===== config.mk =====
export PLATFORM = sky130hd
export DESIGN_NAME = aru_core
export DESIGN_NICKNAME = d
export VERILOG_FILES = /design/src/rtl/aru_pkg.sv /design/src/rtl/aru_decode.sv /design/src/rtl/aru_slice.sv /design/src/rtl/aru_bcd.sv /design/src/rtl/aru_core.sv
export SDC_FILE = /design/constraint.sdc
export NUM_CORES = 1
export LEC_CHECK = 0
export BUFFER_PORTS_ARGS = -buffer_cell sky130_fd_sc_hd__buf_4
export CAP_MARGIN = 40
export CORE_ASPECT_RATIO = 1.4
export CORE_MARGIN = 2
export CORE_UTILIZATION = 55
export CTS_CLUSTER_SIZE = 25
export DETAILED_ROUTE_END_ITERATION = 10
export GPL_ROUTABILITY_DRIVEN = 0
export MAX_ROUTING_LAYER = met4
export PLACE_DENSITY = 0.78
export SETUP_SLACK_MARGIN = 0.2
export SLEW_MARGIN = 20
export SYNTH_ARGS = -nofsm -noshare
export SYNTH_HDL_FRONTEND = slang
export SYNTH_SLANG_ARGS = --single-unit

===== constraint.sdc =====
create_clock -name clk -period 9 [get_ports clk]
set_clock_uncertainty 0.15 [all_clocks]
set_input_delay 1.8 -clock clk [delete_from_list [all_inputs] [get_ports clk]]
set_output_delay 1.8 -clock clk [all_outputs]
set_load 0.02 [all_outputs]

===== src/rtl/aru_pkg.sv =====
package aru_pkg;

    typedef enum logic [1:0] {
        WD_BYTE = 2'd0,
        WD_WORD = 2'd1,
        WD_LONG = 2'd2
    } width_e;

    typedef struct packed {
        width_e wd;
        logic   sub;
        logic   use_c;
        logic   self_op;
        logic   dec;
        logic   acc_only;
    } ctrl_t;

    typedef enum logic {
        ST_IDLE = 1'b0,
        ST_SHOW = 1'b1
    } state_e;

endpackage


===== src/rtl/aru_decode.sv =====
module aru_decode
    import aru_pkg::*;
(
    input  logic [3:0] op,
    output ctrl_t      ctl
);

    // Pairs of codes share a class; bit 0 picks subtraction.
    always_comb begin
        ctl         = '0;
        ctl.sub     = op[0];
        unique case (op[3:1])
            3'b000: begin ctl.wd = WD_BYTE; end
            3'b001: begin ctl.wd = WD_BYTE; ctl.use_c = 1'b1; end
            3'b010: begin ctl.wd = WD_BYTE; ctl.use_c = 1'b1; ctl.self_op = 1'b1; end
            3'b011: begin ctl.wd = WD_BYTE; ctl.use_c = 1'b1; ctl.self_op = 1'b1; ctl.dec = 1'b1; end
            3'b100: begin ctl.wd = WD_WORD; end
            3'b101: begin ctl.wd = WD_WORD; ctl.use_c = 1'b1; end
            3'b110: begin ctl.wd = WD_WORD; ctl.self_op = 1'b1; end
            3'b111: begin ctl.wd = WD_LONG; end
            default: ;
        endcase
        ctl.acc_only = ctl.self_op | (ctl.wd == WD_LONG);
    end

endmodule


===== src/rtl/aru_slice.sv =====
module aru_slice #(
    parameter int W = 8
) (
    input  logic [W-1:0] a,
    input  logic [W-1:0] b,
    input  logic         sub,
    input  logic         cin,
    output logic [W-1:0] r,
    output logic         c,
    output logic         v
);

    logic [W-1:0] bx;
    logic         cx;
    logic [W:0]   sum;

    // Subtraction as a + ~b + ~borrow; carry-out inverted gives borrow.
    always_comb begin
        bx  = sub ? ~b : b;
        cx  = sub ? ~cin : cin;
        sum = {1'b0, a} + {1'b0, bx} + {{W{1'b0}}, cx};
        r   = sum[W-1:0];
        c   = sub ? ~sum[W] : sum[W];
        v   = (a[W-1] == bx[W-1]) && (sum[W-1] != a[W-1]);
    end

endmodule


===== src/rtl/aru_bcd.sv =====
module aru_bcd #(
    parameter int DW = 8
) (
    input  logic [DW-1:0] a,
    input  logic [DW-1:0] b,
    input  logic          sub,
    input  logic          cin,
    output logic [DW-1:0] r,
    output logic          c
);

    localparam int DIGITS = DW / 4;

    logic [DIGITS:0] cy;

    assign cy[0] = cin;

    // Digit-serial correction: each digit passes its carry/borrow on.
    for (genvar g = 0; g < DIGITS; g++) begin : g_digit
        logic [4:0] raw;
        logic       out_c;
        always_comb begin
            if (sub) raw = {1'b0, a[4*g +: 4]} - {1'b0, b[4*g +: 4]} - {4'b0, cy[g]};
            else     raw = {1'b0, a[4*g +: 4]} + {1'b0, b[4*g +: 4]} + {4'b0, cy[g]};
            out_c = sub ? raw[4] : (raw > 5'd9);
            if (out_c) r[4*g +: 4] = sub ? (raw[3:0] - 4'd6) : (raw[3:0] + 4'd6);
            else       r[4*g +: 4] = raw[3:0];
        end
        assign cy[g+1] = out_c;
    end

    assign c = cy[DIGITS];

endmodule


===== src/rtl/aru_core.sv =====
module aru_core
    import aru_pkg::*;
#(
    parameter int HALF_W = 16
) (
    input  logic                  clk,
    input  logic                  rst_n,
    input  logic                  in_vld,
    input  logic [3:0]            op,
    input  logic                  dst_acc,
    input  logic [HALF_W-1:0]     acc_lo,
    input  logic [HALF_W-1:0]     acc_hi,
    input  logic [2*HALF_W-1:0]   opnd,
    input  logic                  c_in,
    output logic                  res_vld,
    output logic                  res_to_acc,
    output logic [2*HALF_W-1:0]   res,
    output logic [HALF_W/4-1:0]   res_be,
    output logic                  flag_n,
    output logic                  flag_z,
    output logic                  flag_v,
    output logic                  flag_c
);

    localparam int BYTE_W = HALF_W / 2;
    localparam int LONG_W = 2 * HALF_W;
    localparam int BE_W   = LONG_W / 8;
    localparam int HB_W   = HALF_W / 8;
    localparam logic [BE_W-1:0] BE_BYTE = {{(BE_W-1){1'b0}}, 1'b1};
    localparam logic [BE_W-1:0] BE_HALF = {{(BE_W-HB_W){1'b0}}, {HB_W{1'b1}}};
    localparam logic [BE_W-1:0] BE_ALL  = {BE_W{1'b1}};

    ctrl_t  ctl;
    state_e state, state_nxt;
    logic   to_acc, cin_eff;

    aru_decode u_dec (.op(op), .ctl(ctl));

    assign to_acc  = ctl.acc_only | dst_acc;
    assign cin_eff = ctl.use_c & c_in;

    // Operand steering per width; non-accumulator targets take the operand first.
    logic [BYTE_W-1:0] ba, bb, br, dr;
    logic [HALF_W-1:0] wa, wb, wr;
    logic [LONG_W-1:0] lr;
    logic              bc, bv, wc, wv, lc, lv, dc;

    always_comb begin
        if (ctl.self_op) begin
            ba = acc_hi[BYTE_W-1:0]; bb = acc_lo[BYTE_W-1:0];
            wa = acc_hi;             wb = acc_lo;
        end else if (to_acc) begin
            ba = acc_lo[BYTE_W-1:0]; bb = opnd[BYTE_W-1:0];
            wa = acc_lo;             wb = opnd[HALF_W-1:0];
        end else begin
            ba = opnd[BYTE_W-1:0];   bb = acc_lo[BYTE_W-1:0];
            wa = opnd[HALF_W-1:0];   wb = acc_lo;
        end
    end

    aru_slice #(.W(BYTE_W)) u_byte (.a(ba), .b(bb), .sub(ctl.sub), .cin(cin_eff),
                                    .r(br), .c(bc), .v(bv));
    aru_slice #(.W(HALF_W)) u_word (.a(wa), .b(wb), .sub(ctl.sub), .cin(cin_eff),
                                    .r(wr), .c(wc), .v(wv));
    aru_slice #(.W(LONG_W)) u_long (.a({acc_hi, acc_lo}), .b(opnd), .sub(ctl.sub),
                                    .cin(1'b0), .r(lr), .c(lc), .v(lv));
    aru_bcd   #(.DW(BYTE_W)) u_bcd (.a(acc_hi[BYTE_W-1:0]), .b(acc_lo[BYTE_W-1:0]),
                                    .sub(ctl.sub), .cin(c_in), .r(dr), .c(dc));

    // Result selection and flag formation at the chosen width.
    logic [LONG_W-1:0] nxt_res;
    logic [BE_W-1:0]   nxt_be;
    logic              nxt_n, nxt_z, nxt_v, nxt_c;
    logic [BYTE_W-1:0] r8;

    always_comb begin
        nxt_res = '0;
        nxt_be  = '0;
        r8      = ctl.dec ? dr : br;
        nxt_n   = 1'b0;
        nxt_z   = 1'b0;
        nxt_v   = 1'b0;
        nxt_c   = 1'b0;
        unique case (ctl.wd)
            WD_BYTE: begin
                nxt_res[BYTE_W-1:0] = r8;
                nxt_be = to_acc ? BE_HALF : BE_BYTE;
                nxt_n  = r8[BYTE_W-1];
                nxt_z  = (r8 == '0);
                nxt_v  = ctl.dec ? 1'b0 : bv;
                nxt_c  = ctl.dec ? dc : bc;
            end
            WD_WORD: begin
                nxt_res[HALF_W-1:0] = wr;
                nxt_be = BE_HALF;
                nxt_n  = wr[HALF_W-1];
                nxt_z  = (wr == '0);
                nxt_v  = wv;
                nxt_c  = wc;
            end
            WD_LONG: begin
                nxt_res = lr;
                nxt_be  = BE_ALL;
                nxt_n   = lr[LONG_W-1];
                nxt_z   = (lr == '0);
                nxt_v   = lv;
                nxt_c   = lc;
            end
            default: ;
        endcase
    end

    // Controller: state register.
    always_ff @(posedge clk) begin
        if (!rst_n) state <= ST_IDLE;
        else        state <= state_nxt;
    end

    always_comb begin
        unique case (state)
            ST_IDLE: state_nxt = in_vld ? ST_SHOW : ST_IDLE;
            ST_SHOW: state_nxt = in_vld ? ST_SHOW : ST_IDLE;
            default: state_nxt = ST_IDLE;
        endcase
    end

    assign res_vld = (state == ST_SHOW);

    // Output registers, loaded only on a strobe.
    always_ff @(posedge clk) begin
        if (!rst_n) begin
            res        <= '0;
            res_be     <= '0;
            res_to_acc <= 1'b0;
            flag_n     <= 1'b0;
            flag_z     <= 1'b0;
            flag_v     <= 1'b0;
            flag_c     <= 1'b0;
        end else if (in_vld) begin
            res        <= nxt_res;
            res_be     <= nxt_be;
            res_to_acc <= to_acc;
            flag_n     <= nxt_n;
            flag_z     <= nxt_z;
            flag_v     <= nxt_v;
            flag_c     <= nxt_c;
        end
    end

    AST_VLD_AFTER_STROBE: assert property (@(posedge clk) disable iff (!rst_n)
        in_vld |=> res_vld);
    AST_VLD_DROPS: assert property (@(posedge clk) disable iff (!rst_n)
        !in_vld |=> !res_vld);
    AST_HOLD_OUTPUTS: assert property (@(posedge clk) disable iff (!rst_n)
        !in_vld |=> $stable({res, res_be, flag_n, flag_z, flag_v, flag_c}));
    AST_DEC_NO_OVERFLOW: assert property (@(posedge clk) disable iff (!rst_n)
        (in_vld && ctl.dec) |=> !flag_v);
    AST_DEC_DIGITS: assert property (@(posedge clk) disable iff (!rst_n)
        (in_vld && ctl.dec && acc_hi[3:0] <= 4'd9 && acc_hi[7:4] <= 4'd9
                 && acc_lo[3:0] <= 4'd9 && acc_lo[7:4] <= 4'd9)
        |=> (res[3:0] <= 4'd9 && res[7:4] <= 4'd9));
    AST_LONG_ALL_LANES: assert property (@(posedge clk) disable iff (!rst_n)
        (in_vld && ctl.wd == WD_LONG) |=> (res_be == BE_ALL && res_to_acc));
    AST_BYTE_DST_NO_EXT: assert property (@(posedge clk) disable iff (!rst_n)
        (res_vld && !res_to_acc && res_be == BE_BYTE) |-> (res[LONG_W-1:BYTE_W] == '0));
    AST_SELF_TO_ACC: assert property (@(posedge clk) disable iff (!rst_n)
        (in_vld && ctl.self_op) |=> res_to_acc);

endmodule


==> summary.md, run 1 <==
The flow ran to the end, and the final reports show no timing, DRC or antenna violations. Wires add up to 21.9 mm. For the switching power, the log shows 535 µW.

After detailed placement, the total cell area comes to 7820 µm². Internal power comes to 621 µW. For the pin with the worst max-slew slack, the measured transition is 742 ps. For this run, the leading register cell type out of synthesis is sky130_fd_sc_hd__dfxtp_1. Average routed wire per standard cell: 19.4 µm.

The total inserted antenna cells was 0. The total count of hold-check failures in the final report is 0. The tools report the total nets after synthesis as 1051. The die outline height was 137 µm; the clock latency reported for the late side of the worst-skew pair was 280 ps. Once detailed placement completed, the half-perimeter wirelength came to 17.6 mm. The aggregate global routing overflow was 0; the total number of vias was 7177. The finished cells cover 7980 µm². Routing usage on met1: 34.5%.

The tools report the standard cell core area as 12300 µm². Hold is met by 332 ps. The clock-pin slew of the registers on the worst-case setup and hold paths is 60 ps, and the pre-CTS setup slack is 1880 ps. STA classifies the critical path startpoint as an input pin. The die covers 13500 µm². TritonCTS built the clock tree. After synthesis, the cell types taking the most area are sky130_fd_sc_hd__ha_1 13%, sky130_fd_sc_hd__dfxtp_1 12%, sky130_fd_sc_hd__xnor2_1 6.7%. The number of antenna violations at the first check in global routing was 0; the number of port buffers was 114. The fraction of registers with async set/reset works out to 0%. For the number of resized instances in the post-cts repair step, the log shows 0. The run gives 0 as the post-detailed-route DRC marker count. Using the TritonRoute via totals, the vias-per-cell ratio works out to 6.36. Per report_power, the clock group accounts for 16.0% of the total. The logs give 5 for the number of buffers inserted during clock tree synthesis and 6856 for the number of global-route vias before repair. After synthesis, flip-flops and latches occupy 11.9% of the total area.

Compared with the post-synthesis result, the final layout area differs by 15.3%. In this run the tightest slew margin relative to its limit is 50.2%. Data on the critical path is required at its endpoint by 9020 ps. After clock tree synthesis, the setup repair step added 0 buffers. The proportion of total power due to net switching was 46.2%.

After global routing, the most crowded layer is met2. Pin placement for this block handled 115 I/O pins. The run gives 41 as the total number of clock tree sinks. For the number of instances in the synthesized netlist, the log shows 897. The number of fill cells is 1112.

The first detailed-routing pass took 6 iterations. The min-delay analysis places its worst path in the category flop to flop. For the number of maximum-capacitance violations, the log shows 0. Once the floorplan was initialized, standard cells occupied 56.2% of the core. Setup slack on the worst reg-to-reg path comes out at 7920 ps.

For the worst setup path, the data arrival time is 6850 ps. The worst path uses 75.9% of the clock period. Global routing used 2.50% of the available met3 tracks. For the number of warnings printed during yosys synthesis, the log shows 0. For the net count reported at finish, the log shows 1131. Clock tree synthesis selected as its root buffer the cell sky130_fd_sc_hd__clkbuf_16.

Summed over all cells, the static leakage comes to 3.52 nW. In this run, synthesis inferred 0 flip-flops with an integrated enable. The clock tree synthesis step divided the H-tree into 2 levels. Across every metal layer, demand over resource in global routing totals 32.4%.

Across all setup checks in the final design, the least slack found is 2170 ps. VDD sags by at most 0.000116 V. For this run, global-route usage on met2 was measured as 58.3%. By startpoint and endpoint, the worst setup path is classified as input pin to flop.

The number of register bits inferred by synthesis was 41. After synthesis, the netlist uses 90 different library cells. The pin count of the biggest net entering global routing was 42. The critical path capture point type is a flop. The run gives 66.5% as the proportion of power drawn by combinational gates. Largest area contributor in the synthesized netlist: sky130_fd_sc_hd__ha_1. The cell area after synthesis came out at 6920 µm².

The first routing iteration left 588 violations. The clock passes through at most 2 buffers. The final number of max-transition violations was 0.

Based on the critical path, the design can be clocked at up to 146 MHz. The completed layout was analyzed and its total power is 1.16 mW. The first global-routing pass estimated 34.3 mm of wire. Subtracting the final worst setup slack from the clock period gives 6830 ps. The floorplan has 48 rows. Of all nets on the critical path, the largest fanout is 6. Setup violations remaining at the end of the flow were counted as 0. Measured along the x axis, the die boundary spans 98.8 µm. The proportion of layout cells with a drive suffix above 1 was 15.7%; the total of hold buffers inserted after clock tree synthesis was 0. The share of the synthesized area in the top cell type came out at 12.7%. Setup repair after global routing left no endpoint under its margin. The power per unit of standard cell area works out to 145 nW/µm². The count of nets left with antenna violations once routing finished came out at 0. The per-instance average area after synthesis was 7.71 µm². Sequential cells account for 17.4% of the total power. For the setup TNS, the log shows 0 ps.
-- kinds of logic (layout without fill, tap and decap cells) --
logic type               count (synthesis)  in the layout  synth area share (%)
buffers and inverters                   97            178                  5.48
AND/OR/NAND/NOR                        266            266                  20.4
adder cells (fa/ha/maj)                 81             81                  15.8
multiplexers                            40             40                  5.83
AO/OA/AOI/OAI                          277            277                  28.6
XOR/XNOR                                95             95                  12.0
flip-flops                              41             41                  11.9
-- layer usage --
layer	share of wire, %	up-vias
li1	-	3453
met1	37	3326
met2	51	292
met3	5.3	106
met4	7.1	0
met5	0	-
-- metrics by stage --
step | util, % | std cells
3_5_place_dp | 63.5 | 1120
5_1_grt | 64.8 | 1128
4_1_cts | 64.8 | 1128
3_3_place_gp | 63.5 | 1120
6_report | 64.8 | 1128
2_1_floorplan | - | 897
-- Yosys cell counts (18+ instances only) --
cell type,count
sky130_fd_sc_hd__nor3_1,22
sky130_fd_sc_hd__nor2b_1,32
sky130_fd_sc_hd__nor2_1,46
sky130_fd_sc_hd__mux2i_1,38
sky130_fd_sc_hd__xnor2_1,53
sky130_fd_sc_hd__a21oi_1,55
sky130_fd_sc_hd__and2_1,19
sky130_fd_sc_hd__clkbuf_1,32
sky130_fd_sc_hd__nand2_1,60
sky130_fd_sc_hd__ha_1,70
sky130_fd_sc_hd__xor2_1,42
sky130_fd_sc_hd__nand3_1,18
sky130_fd_sc_hd__a21o_1,23
sky130_fd_sc_hd__o21ai_0,41
sky130_fd_sc_hd__inv_1,50
sky130_fd_sc_hd__dfxtp_1,41
-- worst max-delay path, cell delays in order --
cell and delay [ps]:
sky130_fd_sc_hd__buf_4 140, sky130_fd_sc_hd__fa_1 460, sky130_fd_sc_hd__fa_1 440, sky130_fd_sc_hd__xnor2_1 220, sky130_fd_sc_hd__nor2_1 90, sky130_fd_sc_hd__o2111ai_1 260, sky130_fd_sc_hd__nand2_1 170, sky130_fd_sc_hd__fa_1 560
sky130_fd_sc_hd__inv_1 60, sky130_fd_sc_hd__ha_1 170, sky130_fd_sc_hd__or2_2 310, sky130_fd_sc_hd__fa_1 410, sky130_fd_sc_hd__nand2b_1 160, sky130_fd_sc_hd__a21oi_1 170, sky130_fd_sc_hd__xnor2_1 100, sky130_fd_sc_hd__and2_0 160
sky130_fd_sc_hd__a31o_2 240, sky130_fd_sc_hd__xnor2_1 120, sky130_fd_sc_hd__mux2_2 280, sky130_fd_sc_hd__a222oi_1 290, sky130_fd_sc_hd__o2bb2ai_1 90, sky130_fd_sc_hd__and2_1 150
-- final timing paths --
check | endpoint | cells past startpoint | startpoint
worst min register to register | res_to_acc | 1 | res_to_acc
worst min-delay path | res_to_acc | 1 | res_to_acc
worst max-delay path | res[5] | 22 | acc_lo[0]
worst max register to register | flag_c | 2 | flag_c
-- cell type report --
cell class,instances,area [µm²],share of cell area [%]
Inverter,51,191,2.40
Clock inverter,1,5.00,0.0628
Multi-Input combinational cell,759,5720,71.8
Tap cell,150,188,2.35
Timing Repair Buffer,119,893,11.2
Clock buffer,7,153,1.91
Sequential cell,41,821,10.3
-- flip-flops by register name, summed over array words and instances (netlist names) --
name	count
res_be	3
flag_c	1
flag_z	1
res_vld	1
flag_v	1
res_to_acc	1
flag_n	1
res	32
-- power by group through the flow --
stage | logic, mW | registers, mW | clock network [mW]
after CTS | 0.754 | 0.201 | 0.186
after detailed placement | 0.748 | 0.205 | 0
after global routing | 0.833 | 0.202 | 0.195
final | 0.769 | 0.202 | 0.185
after floorplan | 0.526 | 0.216 | 0
after global placement | 0.740 | 0.205 | 0
-- placed cells by master (no fill, tap or decap), types with 9 or more instances in the layout --
| master | count |
|---|---|
| sky130_fd_sc_hd__a211oi_1 | 11 |
| sky130_fd_sc_hd__a21o_1 | 23 |
| sky130_fd_sc_hd__a21oi_1 | 55 |
| sky130_fd_sc_hd__a22oi_1 | 13 |
| sky130_fd_sc_hd__a31oi_1 | 9 |
| sky130_fd_sc_hd__and2_1 | 19 |
| sky130_fd_sc_hd__buf_4 | 119 |
| sky130_fd_sc_hd__dfxtp_1 | 41 |
| sky130_fd_sc_hd__fa_1 | 11 |
| sky130_fd_sc_hd__ha_1 | 70 |
| sky130_fd_sc_hd__inv_1 | 50 |
| sky130_fd_sc_hd__mux2i_1 | 38 |
| sky130_fd_sc_hd__nand2_1 | 60 |
| sky130_fd_sc_hd__nand3_1 | 18 |
| sky130_fd_sc_hd__nand4_1 | 9 |
| sky130_fd_sc_hd__nor2_1 | 44 |
| sky130_fd_sc_hd__nor2b_1 | 32 |
| sky130_fd_sc_hd__nor3_1 | 22 |
| sky130_fd_sc_hd__o21a_1 | 15 |
| sky130_fd_sc_hd__o21ai_0 | 41 |
| sky130_fd_sc_hd__xnor2_1 | 53 |
| sky130_fd_sc_hd__xor2_1 | 42 |
(Power assumes the default switching activity.)
==> run 2: changes to the inputs <==
- ABC_AREA: not set -> 1
- clock period: 9 -> 6.75 ns (I/O delays scaled with it)
==> run 2 against run 1 <==
Register-to-register slack worse by 2000 ps. Combinational power is 31% higher. Critical endpoint is now flag_z. Largest cell class unchanged. First-iteration DRC count is 37% higher. Clock power increased by 46%. Core utilization grew 0.64 points. Sequential share of layout area decreased by 0.55 points. Largest power group unchanged.
==> summary.md, run 2 <==
The logs give 0 (unchanged) for the post-detailed-route DRC marker count and 0 (unchanged) for the number of maximum-capacitance violations. The tools report the clock tree root driver cell as sky130_fd_sc_hd__clkbuf_16 (unchanged). The number of enable flip-flop cells after synthesis was 0 (unchanged). The tightest slew margin relative to the limit is 45.1% (was 50.2%). The number of flip-flops in the largest register works out to 32 (unchanged). Endpoint of the lowest-slack register-to-register path: flag_v (was flag_c). The classification of the worst-slack hold path is flop to flop (unchanged).

Launching point of the worst reg2reg path: flag_v (was flag_c). The tools report the critical path capture point type as a flop (unchanged). The average vias per placed instance is 5.57 (was 6.36), and the die outline area is 14200 µm² (was 13500 µm²). The register bank with the most flops was res (unchanged).

The fraction of registers with async set/reset came out at 0% (unchanged). HPWL after detailed placement: 19.3 mm (was 17.6 mm). The largest area contributor in the synthesized netlist was sky130_fd_sc_hd__nand2_1 (was sky130_fd_sc_hd__ha_1).

The number of port buffers is 114 (unchanged), and the required time at the endpoint of the critical path is 6750 ps (was 9020 ps). The power per unit of standard cell area was 183 nW/µm² (was 145 nW/µm²); the number of fill cells was 1305 (was 1112). Most numerous cell types in the synthesized netlist: 387 x sky130_fd_sc_hd__nand2_1, 181 x sky130_fd_sc_hd__inv_1, 93 x sky130_fd_sc_hd__a21oi_1, 93 x sky130_fd_sc_hd__nand3_1, 90 x sky130_fd_sc_hd__nor2_1 (was 70 x sky130_fd_sc_hd__ha_1, 60 x sky130_fd_sc_hd__nand2_1, 55 x sky130_fd_sc_hd__a21oi_1).

The tools report the total count of hold-check failures in the final report as 0 (unchanged). The run finished with clean final reports. The logs give 7474 (was 6856) for the number of global-route vias before repair and 0 (unchanged) for the total of hold buffers inserted after clock tree synthesis. For the post-synthesis sequential area ratio, the log shows 11.3% (was 11.9%).

The effective utilization at floorplan was 56.6% (was 56.2%); the die outline height was 140 µm (was 137 µm). Library cell with the highest instance count after synthesis: sky130_fd_sc_hd__nand2_1 (was sky130_fd_sc_hd__ha_1). The number of antenna-violating nets in the routed design is 0 (unchanged), and the standard cell core area is 12900 µm² (was 12300 µm²). Cell occurring most often along the worst timing path: sky130_fd_sc_hd__nand2_1 (was sky130_fd_sc_hd__fa_1). The run gives 36.3 mm (was 34.3 mm) as the first-pass GRT wire length. The number of instances in the synthesized netlist is 1256 (was 897). Number of setup violations in the final report: 0 (unchanged).

Biggest regs: res x32, res_be x3 (unchanged). The largest voltage drop on the vdd net was 0.000193 V (was 0.000116 V); the post-CTS setup repair buffer count was 0 (unchanged). The worst path arrival time is 6110 ps (was 6850 ps), and the maximum cell stage delay along the critical path is 540 ps (was 560 ps). The cell at the slowest stage of the critical path was sky130_fd_sc_hd__fa_1 (unchanged). Most common cell after layout, fill and taps aside: sky130_fd_sc_hd__nand2_1 (was sky130_fd_sc_hd__buf_4). The clock-pin slew of the registers on the worst-case setup and hold paths came out at 60 ps (about the same).

The number of buffers inserted during clock tree synthesis was 5 (unchanged); the iteration-0 DRC count of the detailed router was 808 (was 588). The share of the synthesized area in the top cell type is 19.9% (was 12.7%). The setup TNS was 0 ps (unchanged).

The count of placed standard cells including taps is 1499 (was 1120). The register-to-register path setup slack came out at 5940 ps (was 7920 ps). The final cell utilization of the core is 65.4% (was 64.8%), and the cell area after synthesis is 7290 µm² (was 6920 µm²). The slew at the pin closest to its max-slew limit came out at 821 ps (was 742 ps). The leakage component of the power is 4.51 nW (was 3.52 nW), and the number of warnings printed during yosys synthesis is 0 (unchanged). Static timing analysis puts the maximum clock frequency at 164 MHz.

The tools report the number of antenna violations at the first check in global routing as 0 (unchanged). The run gives 32.9% (was 32.4%) as the total routing resource utilization after global routing. TritonCTS built the clock tree.

Number of top-level pins: 115 (unchanged). Count of standard-cell rows: 49 (was 48). The run gives 0 (unchanged) as the total inserted antenna cells. The total number of clock tree sinks was 41 (unchanged); the final critical delay including setup and external delays was 6110 ps. Depth of the worst hold-timing path: 2 (was 1). The number of register bits inferred by synthesis was 41 (unchanged); the per-instance average area after synthesis was 5.80 µm² (was 7.71 µm²). The proportion of layout cells with a drive suffix above 1 was 13.7% (was 15.7%); the number of cells in the finished layout apart from fillers was 1507 (was 1128).

The signed area change from the synthesized netlist to the final layout was 15.5% (was 15.3%). The tools report the category of the worst setup path launch point as an input pin (unchanged). The net count reported at finish was 1507 (was 1131). Leading cell types in the layout, fill and taps excluded: 387 x sky130_fd_sc_hd__nand2_1, 181 x sky130_fd_sc_hd__inv_1, 119 x sky130_fd_sc_hd__buf_4 (was 119 x sky130_fd_sc_hd__buf_4, 70 x sky130_fd_sc_hd__ha_1, 60 x sky130_fd_sc_hd__nand2_1). The run gives 0 (unchanged) as the final number of max-transition violations. The most common flop cell mapped by yosys was sky130_fd_sc_hd__dfxtp_1 (unchanged). The startpoint of the most critical hold path was res[27] (was res_to_acc).

The logic depth of the worst register-to-register path came out at 2 (unchanged). Leading cell types by total area after synthesis: sky130_fd_sc_hd__nand2_1 20%, sky130_fd_sc_hd__ha_1 12%, sky130_fd_sc_hd__dfxtp_1 11% (was sky130_fd_sc_hd__ha_1 13%, sky130_fd_sc_hd__dfxtp_1 12%, sky130_fd_sc_hd__xnor2_1 6.7%). The largest fanout on the critical path came out at 5 (was 6). The aggregate global routing overflow was 0 (unchanged).

Of the available clock period, the critical path in the final layout requires 90.6%. The run gives 6 (unchanged) as the length of the first detailed-routing pass in iterations. The tools report the pin count of the biggest net entering global routing as 41 (was 42). Setup repair after global routing left no endpoint under its margin. The distinct cell type count after synthesis was 49 (was 90); the total number of vias was 8401 (was 7177). Deepest clock path buffer count: 2 (unchanged).

The x dimension of the die works out to 101 µm (was 98.8 µm). The type of the worst setup path was input pin to flop (unchanged). The tools report the clock latency reported for the late side of the worst-skew pair as 280 ps (about the same).

The sink of the worst hold path was res[27] (was res_to_acc). The total nets after synthesis is 1410 (was 1051), and the average routed wire per standard cell is 15.1 µm (was 19.4 µm). The run gives 22.8 mm (was 21.9 mm) as the sum of routed wire length over all layers. H-tree depth reported by CTS: 2 (unchanged).
[run 2: cell count changes after synthesis, moves of 38 or more]
| cell | delta |
|---|---|
| sky130_fd_sc_hd__a21oi_1 | +38 |
| sky130_fd_sc_hd__xnor2_1 | -48 |
| sky130_fd_sc_hd__nand2_1 | +327 |
| sky130_fd_sc_hd__inv_1 | +131 |
| sky130_fd_sc_hd__nor2_1 | +44 |
| sky130_fd_sc_hd__nand3_1 | +75 |
[run 2: per-stage QoR]
step	instance area (µm²)	power (mW)	setup slack (ps)	hold WS, ps
2_1_floorplan	7290	0.991	887	390
3_3_place_gp	8220	1.24	458	302
3_5_place_dp	8250	1.26	357	306
4_1_cts	8420	1.53	645	316
5_1_grt	8420	1.68	201	334
6_report	8420	1.54	636	313
[run 2: worst max path at each step]
stage / slack, ps / depth (start not counted) / to / from
after floorplan: 890 / 32 / flag_z / acc_lo[0]
after global placement: 460 / 33 / flag_z / acc_lo[0]
after detailed placement: 360 / 33 / flag_z / acc_lo[0]
after CTS: 640 / 33 / flag_z / acc_lo[0]
after global routing: 200 / 33 / flag_z / acc_lo[0]
final: 640 / 33 / flag_z / acc_lo[0]
[run 2: final cells by class]
cell class | instances | area [µm²] | share of cell area (%)
Clock buffer | 5 | 125 | 1.49
Clock inverter | 3 | 46.3 | 0.550
Timing Repair Buffer | 120 | 921 | 10.9
Multi-Input combinational cell | 997 | 5610 | 66.6
Inverter | 188 | 708 | 8.41
Sequential cell | 41 | 821 | 9.75
Tap cell | 153 | 191 | 2.27
[run 2: layer usage]
layer	GRT usage [%]	part of all wire, %	vias to the layer above	wire, µm
met4	13.6	4.2	0	947
met3	1.15	6.2	55	1420
met2	51.8	46	341	10500
met5	-	0	-	0
li1	-	-	4231	-
met1	44.0	44	3774	9950
[run 2: logic make-up (layout without fill, tap and decap cells)]
| group | Yosys count | after routing | share of synthesized area, % |
|---|---|---|---|
| multiplexers | 4 | 4 | 0.549 |
| flip-flops | 41 | 41 | 11.3 |
| XOR/XNOR | 65 | 65 | 7.91 |
| AND/OR/NAND/NOR | 651 | 651 | 38.2 |
| adder cells (fa/ha/maj) | 81 | 81 | 15.0 |
| buffers and inverters | 218 | 316 | 11.8 |
| AO/OA/AOI/OAI | 196 | 196 | 15.2 |
[run 2: where the power goes]
part / total (mW) / internal (mW) / switching, mW
clock: 0.271 / 0.175 / 0.0958
combinational: 1.01 / 0.359 / 0.649
sequential: 0.266 / 0.257 / 0.00826
total: 1.54 / 0.791 / 0.753
[run 2: worst max-delay path, delay by kind of cell]
kind	cells	cell delay (ps)
compound gates	3	250
fa+ha+maj	6	2180
buf+inv	6	470
simple gates	18	1840
[run 2: timing repair]
action / 4_1_cts / 5_1_grt
setup endpoints to repair: 0 / 1
hold endpoints to repair: 0 / 0
gates resized for setup: 0 / 1
